**config.mk**
```make
export PLATFORM = sky130hd
export DESIGN_NAME = cg_index_reg
export DESIGN_NICKNAME = d
export VERILOG_FILES = /design/src/rtl/cg_pkg.sv /design/src/rtl/cg_ctrl.sv /design/src/rtl/cg_vector.sv /design/src/rtl/cg_readmux.sv /design/src/rtl/cg_index_reg.sv
export SDC_FILE = /design/constraint.sdc
export NUM_CORES = 1
export LEC_CHECK = 0
export BUFFER_PORTS_ARGS = -buffer_cell sky130_fd_sc_hd__buf_4
export CAP_MARGIN = 15
export CORE_MARGIN = 2
export CORE_UTILIZATION = 51
export DETAILED_ROUTE_END_ITERATION = 12
export GPL_TIMING_DRIVEN = 0
export PLACE_DENSITY = 0.86
export SLEW_MARGIN = 40
export SYNTH_ARGS = -nofsm -noshare
export SYNTH_HDL_FRONTEND = slang
export SYNTH_SLANG_ARGS = --single-unit
export TNS_END_PERCENT = 10
```
**constraint.sdc**
```tcl
create_clock -name clk -period 1.48 [get_ports clk]
set_clock_uncertainty 0.15 [all_clocks]
set_input_delay 0.148 -clock clk [delete_from_list [all_inputs] [get_ports clk]]
set_output_delay 0.148 -clock clk [all_outputs]
set_load 0.1 [all_outputs]
```
**src/rtl/cg_pkg.sv**
```systemverilog
package cg_pkg;
  typedef struct packed {
    logic doClr;
    logic clrAll;
    logic doSet;
    logic setAll;
  } gateCmd_t;
endpackage

```
**src/rtl/cg_ctrl.sv**
```systemverilog
module cg_ctrl import cg_pkg::*; #(
  parameter int NUM_PERIPH = 64,
  parameter int DATA_W     = 8,
  parameter int IDX_W      = 7,
  localparam int SEL_W     = $clog2(NUM_PERIPH)
) (
  input  logic              setWrEn,
  input  logic [DATA_W-1:0] setWrData,
  input  logic              clrWrEn,
  input  logic [DATA_W-1:0] clrWrData,
  output gateCmd_t          cmd,
  output logic [SEL_W-1:0]  setSel,
  output logic [SEL_W-1:0]  clrSel
);
  logic [IDX_W-1:0] setIdx;
  logic [IDX_W-1:0] clrIdx;
  logic unusedHi;

  assign setIdx = setWrData[IDX_W-1:0];
  assign clrIdx = clrWrData[IDX_W-1:0];
  // reserved upper data bits are deliberately dropped
  assign unusedHi = ^{setWrData[DATA_W-1:IDX_W], clrWrData[DATA_W-1:IDX_W]};

  always_comb begin
    cmd.doSet  = setWrEn;
    cmd.doClr  = clrWrEn;
    cmd.setAll = setWrEn && (32'(setIdx) >= NUM_PERIPH);
    cmd.clrAll = clrWrEn && (32'(clrIdx) >= NUM_PERIPH);
    setSel     = setIdx[SEL_W-1:0];
    clrSel     = clrIdx[SEL_W-1:0];
  end
endmodule

```
**src/rtl/cg_vector.sv**
```systemverilog
module cg_vector import cg_pkg::*; #(
  parameter int NUM_PERIPH = 64,
  localparam int SEL_W     = $clog2(NUM_PERIPH)
) (
  input  logic                  clk,
  input  logic                  rstN,
  input  gateCmd_t              cmd,
  input  logic [SEL_W-1:0]      setSel,
  input  logic [SEL_W-1:0]      clrSel,
  output logic [NUM_PERIPH-1:0] offVec
);
  for (genvar i = 0; i < NUM_PERIPH; i++) begin : g_bit
    logic clrHit;
    logic setHit;
    assign clrHit = cmd.doClr && (cmd.clrAll || clrSel == SEL_W'(i));
    assign setHit = cmd.doSet && (cmd.setAll || setSel == SEL_W'(i));
    always_ff @(posedge clk) begin
      if (!rstN)       offVec[i] <= 1'b0;
      else if (clrHit) offVec[i] <= 1'b0;
      else if (setHit) offVec[i] <= 1'b1;
    end
  end
endmodule

```
**src/rtl/cg_readmux.sv**
```systemverilog
module cg_readmux #(
  parameter int NUM_PERIPH = 64,
  parameter int RD_W       = 32,
  localparam int NUM_WORDS = NUM_PERIPH / RD_W,
  localparam int WSEL_W    = (NUM_WORDS > 1) ? $clog2(NUM_WORDS) : 1,
  localparam int RA_W      = WSEL_W + 1
) (
  input  logic [NUM_PERIPH-1:0] offVec,
  input  logic [RA_W-1:0]       rdAddr,
  output logic [RD_W-1:0]       rdData
);
  logic [RD_W-1:0] words [NUM_WORDS];

  for (genvar w = 0; w < NUM_WORDS; w++) begin : g_word
    assign words[w] = offVec[w*RD_W +: RD_W];
  end

  always_comb begin
    if (rdAddr[RA_W-1]) rdData = '0;
    else                rdData = words[rdAddr[WSEL_W-1:0]];
  end
endmodule

```
**src/rtl/cg_index_reg.sv**
```systemverilog
module cg_index_reg import cg_pkg::*; #(
  parameter int NUM_PERIPH = 64,
  parameter int DATA_W     = 8,
  parameter int IDX_W      = 7,
  parameter int RD_W       = 32,
  localparam int SEL_W     = $clog2(NUM_PERIPH),
  localparam int RA_W      = $clog2(NUM_PERIPH / RD_W) + 1
) (
  input  logic                  clk,
  input  logic                  rstN,
  input  logic                  setWrEn,
  input  logic [DATA_W-1:0]     setWrData,
  input  logic                  clrWrEn,
  input  logic [DATA_W-1:0]     clrWrData,
  input  logic [RA_W-1:0]       rdAddr,
  output logic [RD_W-1:0]       rdData,
  output logic [NUM_PERIPH-1:0] clkEn
);
  gateCmd_t             cmd;
  logic [SEL_W-1:0]     setSel;
  logic [SEL_W-1:0]     clrSel;
  logic [NUM_PERIPH-1:0] offVec;

  cg_ctrl #(.NUM_PERIPH(NUM_PERIPH), .DATA_W(DATA_W), .IDX_W(IDX_W)) ctrl_i (
    .setWrEn(setWrEn), .setWrData(setWrData),
    .clrWrEn(clrWrEn), .clrWrData(clrWrData),
    .cmd(cmd), .setSel(setSel), .clrSel(clrSel)
  );

  cg_vector #(.NUM_PERIPH(NUM_PERIPH)) vec_i (
    .clk(clk), .rstN(rstN), .cmd(cmd),
    .setSel(setSel), .clrSel(clrSel), .offVec(offVec)
  );

  cg_readmux #(.NUM_PERIPH(NUM_PERIPH), .RD_W(RD_W)) rd_i (
    .offVec(offVec), .rdAddr(rdAddr), .rdData(rdData)
  );

  assign clkEn = ~offVec;
endmodule

```
---- Word level (Yosys, flattened, before mapping) ----
Cells that the tools add are included.
storage, ports and cells
  register bits ........................... 64
  latch bits .............................. 0
  RAM bits ................................ 0
  ROM bits ................................ 0
  word-level logic and storage cells ...... 524
  memories ................................ 0
operators by class
  $add $sub $neg .......................... 0
  $mul .................................... 0
  div/mod/pow operators ................... 0
  $lt $le $gt $ge ......................... 3
  equal/unequal tests ..................... 126
  shift operators ......................... 0
  muxes and demuxes ....................... 4
  bitwise operators ....................... 3
  reductions and logical operators ........ 324
operator list
  kind                                                      count
  == test 6 bit, second input constant                      64
  == test 6 x 5 -> 1 bit, second input constant             32
  logical AND 1 bit                                         130
  logical OR 1 bit                                          128
  two-way mux 32 bit                                        4
  OR reduction 2 bit                                        64
  == test 6 x 4 -> 1 bit, second input constant             16
  NOT 64 bit                                                1
  == test 6 x 3 -> 1 bit, second input constant             8
  == test 6 x 2 -> 1 bit, second input constant             4
  greater-or-equal comparator 7 bit, second input constant  2
  == test 6 x 1 -> 1 bit, second input constant             2
  logical NOT 6 bit                                         2
  greater-or-equal comparator 2 bit, second input constant  1
  NOT 1 -> 2 bit                                            1
  NOT 1 bit                                                 1

---- Longest topological paths before layout ----
  depth after elaboration ................. 5
  depth in mapped cells ................... 5
  gate-level depth less buffers ........... 3

---- Modules after synthesis ----
From an unflattened synthesis, not the netlist that was laid out.
unflattened totals
  cells, all modules ...................... 423
  area, all modules ....................... 3662.3 sq um
by module, submodules not included
  module        times used  cells an instance  area each (sq um)  sequential area each (sq um)
  cg_vector     1           272                2781.4             1281.2
  cg_readmux    1           71                 523.0              0.0
  cg_index_reg  1           64                 240.2              0.0
  cg_ctrl       1           16                 117.6              0.0

---- Worst setup path before layout ----
OpenSTA, ideal clock, no wires.
  path kind ............................... input -> output
  start point ............................. input port rdAddr[0]
  end point ............................... output port rdData[0]
  data arrival time ....................... 1.973 ns
  setup slack ............................. -0.791 ns
  stages on the path ...................... 4
  path buffers ............................ 2
  cell sequence ........................... clkbuf_1 > buf_2 > mux2i_1 > nor2_1
between the ends
  cells in the longest elaborated chain, start to end .. 5
RTL lines
  element                                                RTL line            RTL
  start, declared                                        cg_index_reg.sv:15  input logic [RA_W-1:0] rdAddr,
  NOT 1 -> 2 bit (implied by the code)                   cg_readmux.sv:20    else rdData = words[rdAddr[WSEL_W-1:0]];
  two-way mux 32 bit (implied by the code) (3 in a row)  cg_readmux.sv:20
  two-way mux 32 bit                                     cg_readmux.sv:19    if (rdAddr[RA_W-1]) rdData = '0;
  end, declared                                          cg_index_reg.sv:16  output logic [RD_W-1:0] rdData,
No other way between the ends. The select of a mux whose other input is x is not followed.

---- Worst setup path after layout ----
  start point ............................. input port clrWrEn
  end point ............................... register vec_i.offVec[58]
between the ends
  cells in the longest elaborated chain, start to end .. 4
RTL lines
  element                           RTL line            RTL
  start, declared                   cg_index_reg.sv:13  input logic clrWrEn,
  logical AND 1 bit                 cg_ctrl.sv:28       cmd.clrAll = clrWrEn && (32'(clrIdx) >= NUM_PERIPH);
  logical OR 1 bit                  cg_vector.sv:15     assign clrHit = cmd.doClr && (cmd.clrAll || clrSel == SEL_W'(i));
  logical AND 1 bit (*)             cg_vector.sv:15
  OR reduction 2 bit (no line) (*)  --
  end signal, assigned by index     cg_vector.sv:18     if (!rstN) offVec[i] <= 1'b0;
  end signal, assigned by index     cg_vector.sv:19     else if (clrHit) offVec[i] <= 1'b0;
  end signal, assigned by index     cg_vector.sv:20     else if (setHit) offVec[i] <= 1'b1;
  end, declared                     cg_vector.sv:10     output logic [NUM_PERIPH-1:0] offVec
Mark *: on every way between the ends. The rest lies on a longest branch, timed or not.
A chain may end at the register's enable or synchronous reset.

==> impl_metrics.ini <==
[status]
status = finished with violations
violations = negative setup slack

[setup_path]
endpoint_kind = register
path_class = in -> reg
cp-start-kind = input pin
critPathArrivalTime_ns = 1.57
crit_path_max_fanout = 10
crit_required_ns = 1.52

[pwr]
netSwitchingFraction = 0.423
combinationalPowerShare = 0.376
p_leak_uw = 0.00195
irDropWorstVdd_v = 0.000601
power.density_nw_per_um2 = 1040
finalPower_uw = 5610
pwr-share-seq = 0.347
clock_power_share = 0.278
netSwitchingPower_uw = 2370
intPower_uw = 3240

[placement]
io_buffers = 114
hpwl_um = 8940
gp_congestion = 0.978
placed_area_um2 = 4750

[synth]
synth.net_count = 429
yosysUniqueCellTypes = 24
syn_inst = 407
ys_ff_latch = 64
synth_warnings = 0
synth.avg_cell_area_um2 = 8.71
syn_area_um2 = 3540
ys_seq_area_frac = 0.361

[layout]
final_cell_mix = 128 x a211oi_1, 86 x buf_4, 64 x inv_1
mostFrequentLayoutCell = a211oi_1
layout-drive-gt1-share = 0.453
final_nets = 554
antenna_cells = 0
multiInputGateArea_um2 = 2190
largest_reg_flops = 64
largest_register = vec_i.offVec
seqCellArea_um2 = 1300
area_growth_pct = 52.3
reg_top3 = vec_i.offVec: 64 flops
design_area_um2 = 5400
fillCellCount = 427

[floorplan]
coreArea_um2 = 6760
fp.dieArea_um2 = 7630
core.rowCount = 30
io_pins = 118
floorplan.initialDensity = 0.525
die_y_um = 87.4
die_w_um = 87.4

[job]
drv_cap = 0

[drt]
wl_per_cell_um = 22.2
vias = 3987
wl_um = 13700
drtPass1Iterations = 5
routed_via_density = 6.46
final_antenna_net_count = 0
drc = 0
drt_iter0_drc = 438

[worst_hold_path]
hold_class = in -> reg

[global_route]
antenna_found_initial = 0
grt_max_degree = 11
grt_pass1_wl_um = 19900
grt_pass1_vias = 3739
grt_usage = 0.346
overflow = 0

[sta]
hold_viol = 0
setup_violations = 7
relSlewSlack = 0.498
period_needed_ns = 1.53
holdWs_ns = 0.0936
rsz0062_at_grt = true
tightestPinTransition_ns = 0.752
max_freq_mhz = 653
period_share = 1.03
post-route-worst-setup-slack_ns = -0.0507
slew_viol_final = 0

[clocking]
clock-sinks = 64
hold_buffers = 0
clk-insertion-delay-late_ns = 0.35
clk_pin_slew_ns = 0.07
cts_setup_buffers = 0
cts_tree = yes
cts-buffers-inserted = 9
htreeDepth = 3
clk_path_buf_depth = 2
cts-root-buf = clkbuf_8
[through the flow]
step,cells,setup TNS (ns),setup slack (ns),util
after floorplan,407,-0.633,-0.0599,-
after global placement,601,-14.71,-0.499,0.702
after detailed placement,601,-13.47,-0.307,0.703
after CTS,617,-0.00487,-0.00455,0.765
after global routing,617,-0.144,-0.0306,0.799
final,617,-0.101,-0.0507,0.799
[power groups by stage]
| stage | registers [uW] | clock network [uW] | logic, uW |
|---|---|---|---|
| 3_5_place_dp | 1950 | 0 | 1950 |
| 6_report | 1940 | 1560 | 2110 |
| 3_3_place_gp | 1950 | 0 | 1920 |
| 4_1_cts | 1920 | 1530 | 2020 |
| 2_1_floorplan | 1920 | 0 | 1530 |
| 5_1_grt | 1950 | 1600 | 2160 |
[cell type report]
| cell class | instances | share of cell area |
|---|---|---|
| Buffer | 37 | 0.0382 |
| Clock buffer | 13 | 0.0294 |
| Clock inverter | 3 | 0.00742 |
| Inverter | 64 | 0.0445 |
| Multi-Input combinational cell | 242 | 0.406 |
| Sequential cell | 64 | 0.241 |
| Tap cell | 80 | 0.0185 |
| Timing Repair Buffer | 114 | 0.215 |
[worst paths after layout]
check	from	to	slack (ns)	cells past startpoint
min reg2reg	vec_i.offVec[15]	vec_i.offVec[15]	0.46	2
max reg2reg	vec_i.offVec[34]	vec_i.offVec[34]	0.46	2
max	clrWrEn	vec_i.offVec[58]	-0.05	5
min	clrWrData[4]	vec_i.offVec[15]	0.09	3
[routing by layer]
metal / global-route usage / part of all wire / vias up
met2: 0.559 / 0.47 / 362
met3: 0.0796 / 0.11 / 64
met4: 0.175 / 0.042 / 0
met5: 0 / 0 / -
met1: 0.431 / 0.38 / 1835
li1: - / - / 1726
[Yosys cell counts]
master	number	area, um^2
and3_1	2	12.5
clkbuf_2	1	5.00
and4b_4	4	55.1
nand2_1	5	18.8
mux2i_1	32	320
nor3_1	6	30.0
buf_4	4	30.0
dfxtp_1	64	1280
clkbuf_1	18	67.6
buf_2	13	65.1
and3b_1	3	26.3
inv_1	64	240
buf_1	1	3.75
nor4b_2	2	30.0
nor4b_4	2	47.6
nor4_4	1	21.3
and4_4	1	11.3
and4bb_4	6	97.6
and2_1	1	6.26
nor4_1	1	6.26
nand2b_1	4	25.0
a211oi_1	128	961
nor3b_2	2	25.0
nor2_1	42	158
[worst max-delay path, cell delays in order]
cell and delay [ns]:
buf_4 0.10, and3_1 0.15, clkbuf_1 0.41, clkbuf_1 0.56, a211oi_1 0.20
[repair_timing]
item                       CTS  global route
resized for setup           60            71
setup endpoints to repair   32            49
pin swaps                    0             0
gates cloned                 0             0
[cell families (layout without fill, tap and decap cells)]
logic type,after synthesis,count (layout),synth area share
DFF,64,64,0.361
buffers and inverters,101,231,0.116
and+or+nand+nor,82,82,0.161
AOI/OAI and AO/OA,128,128,0.271
muxes,32,32,0.0904
Power figures use the tool's default switching activity.
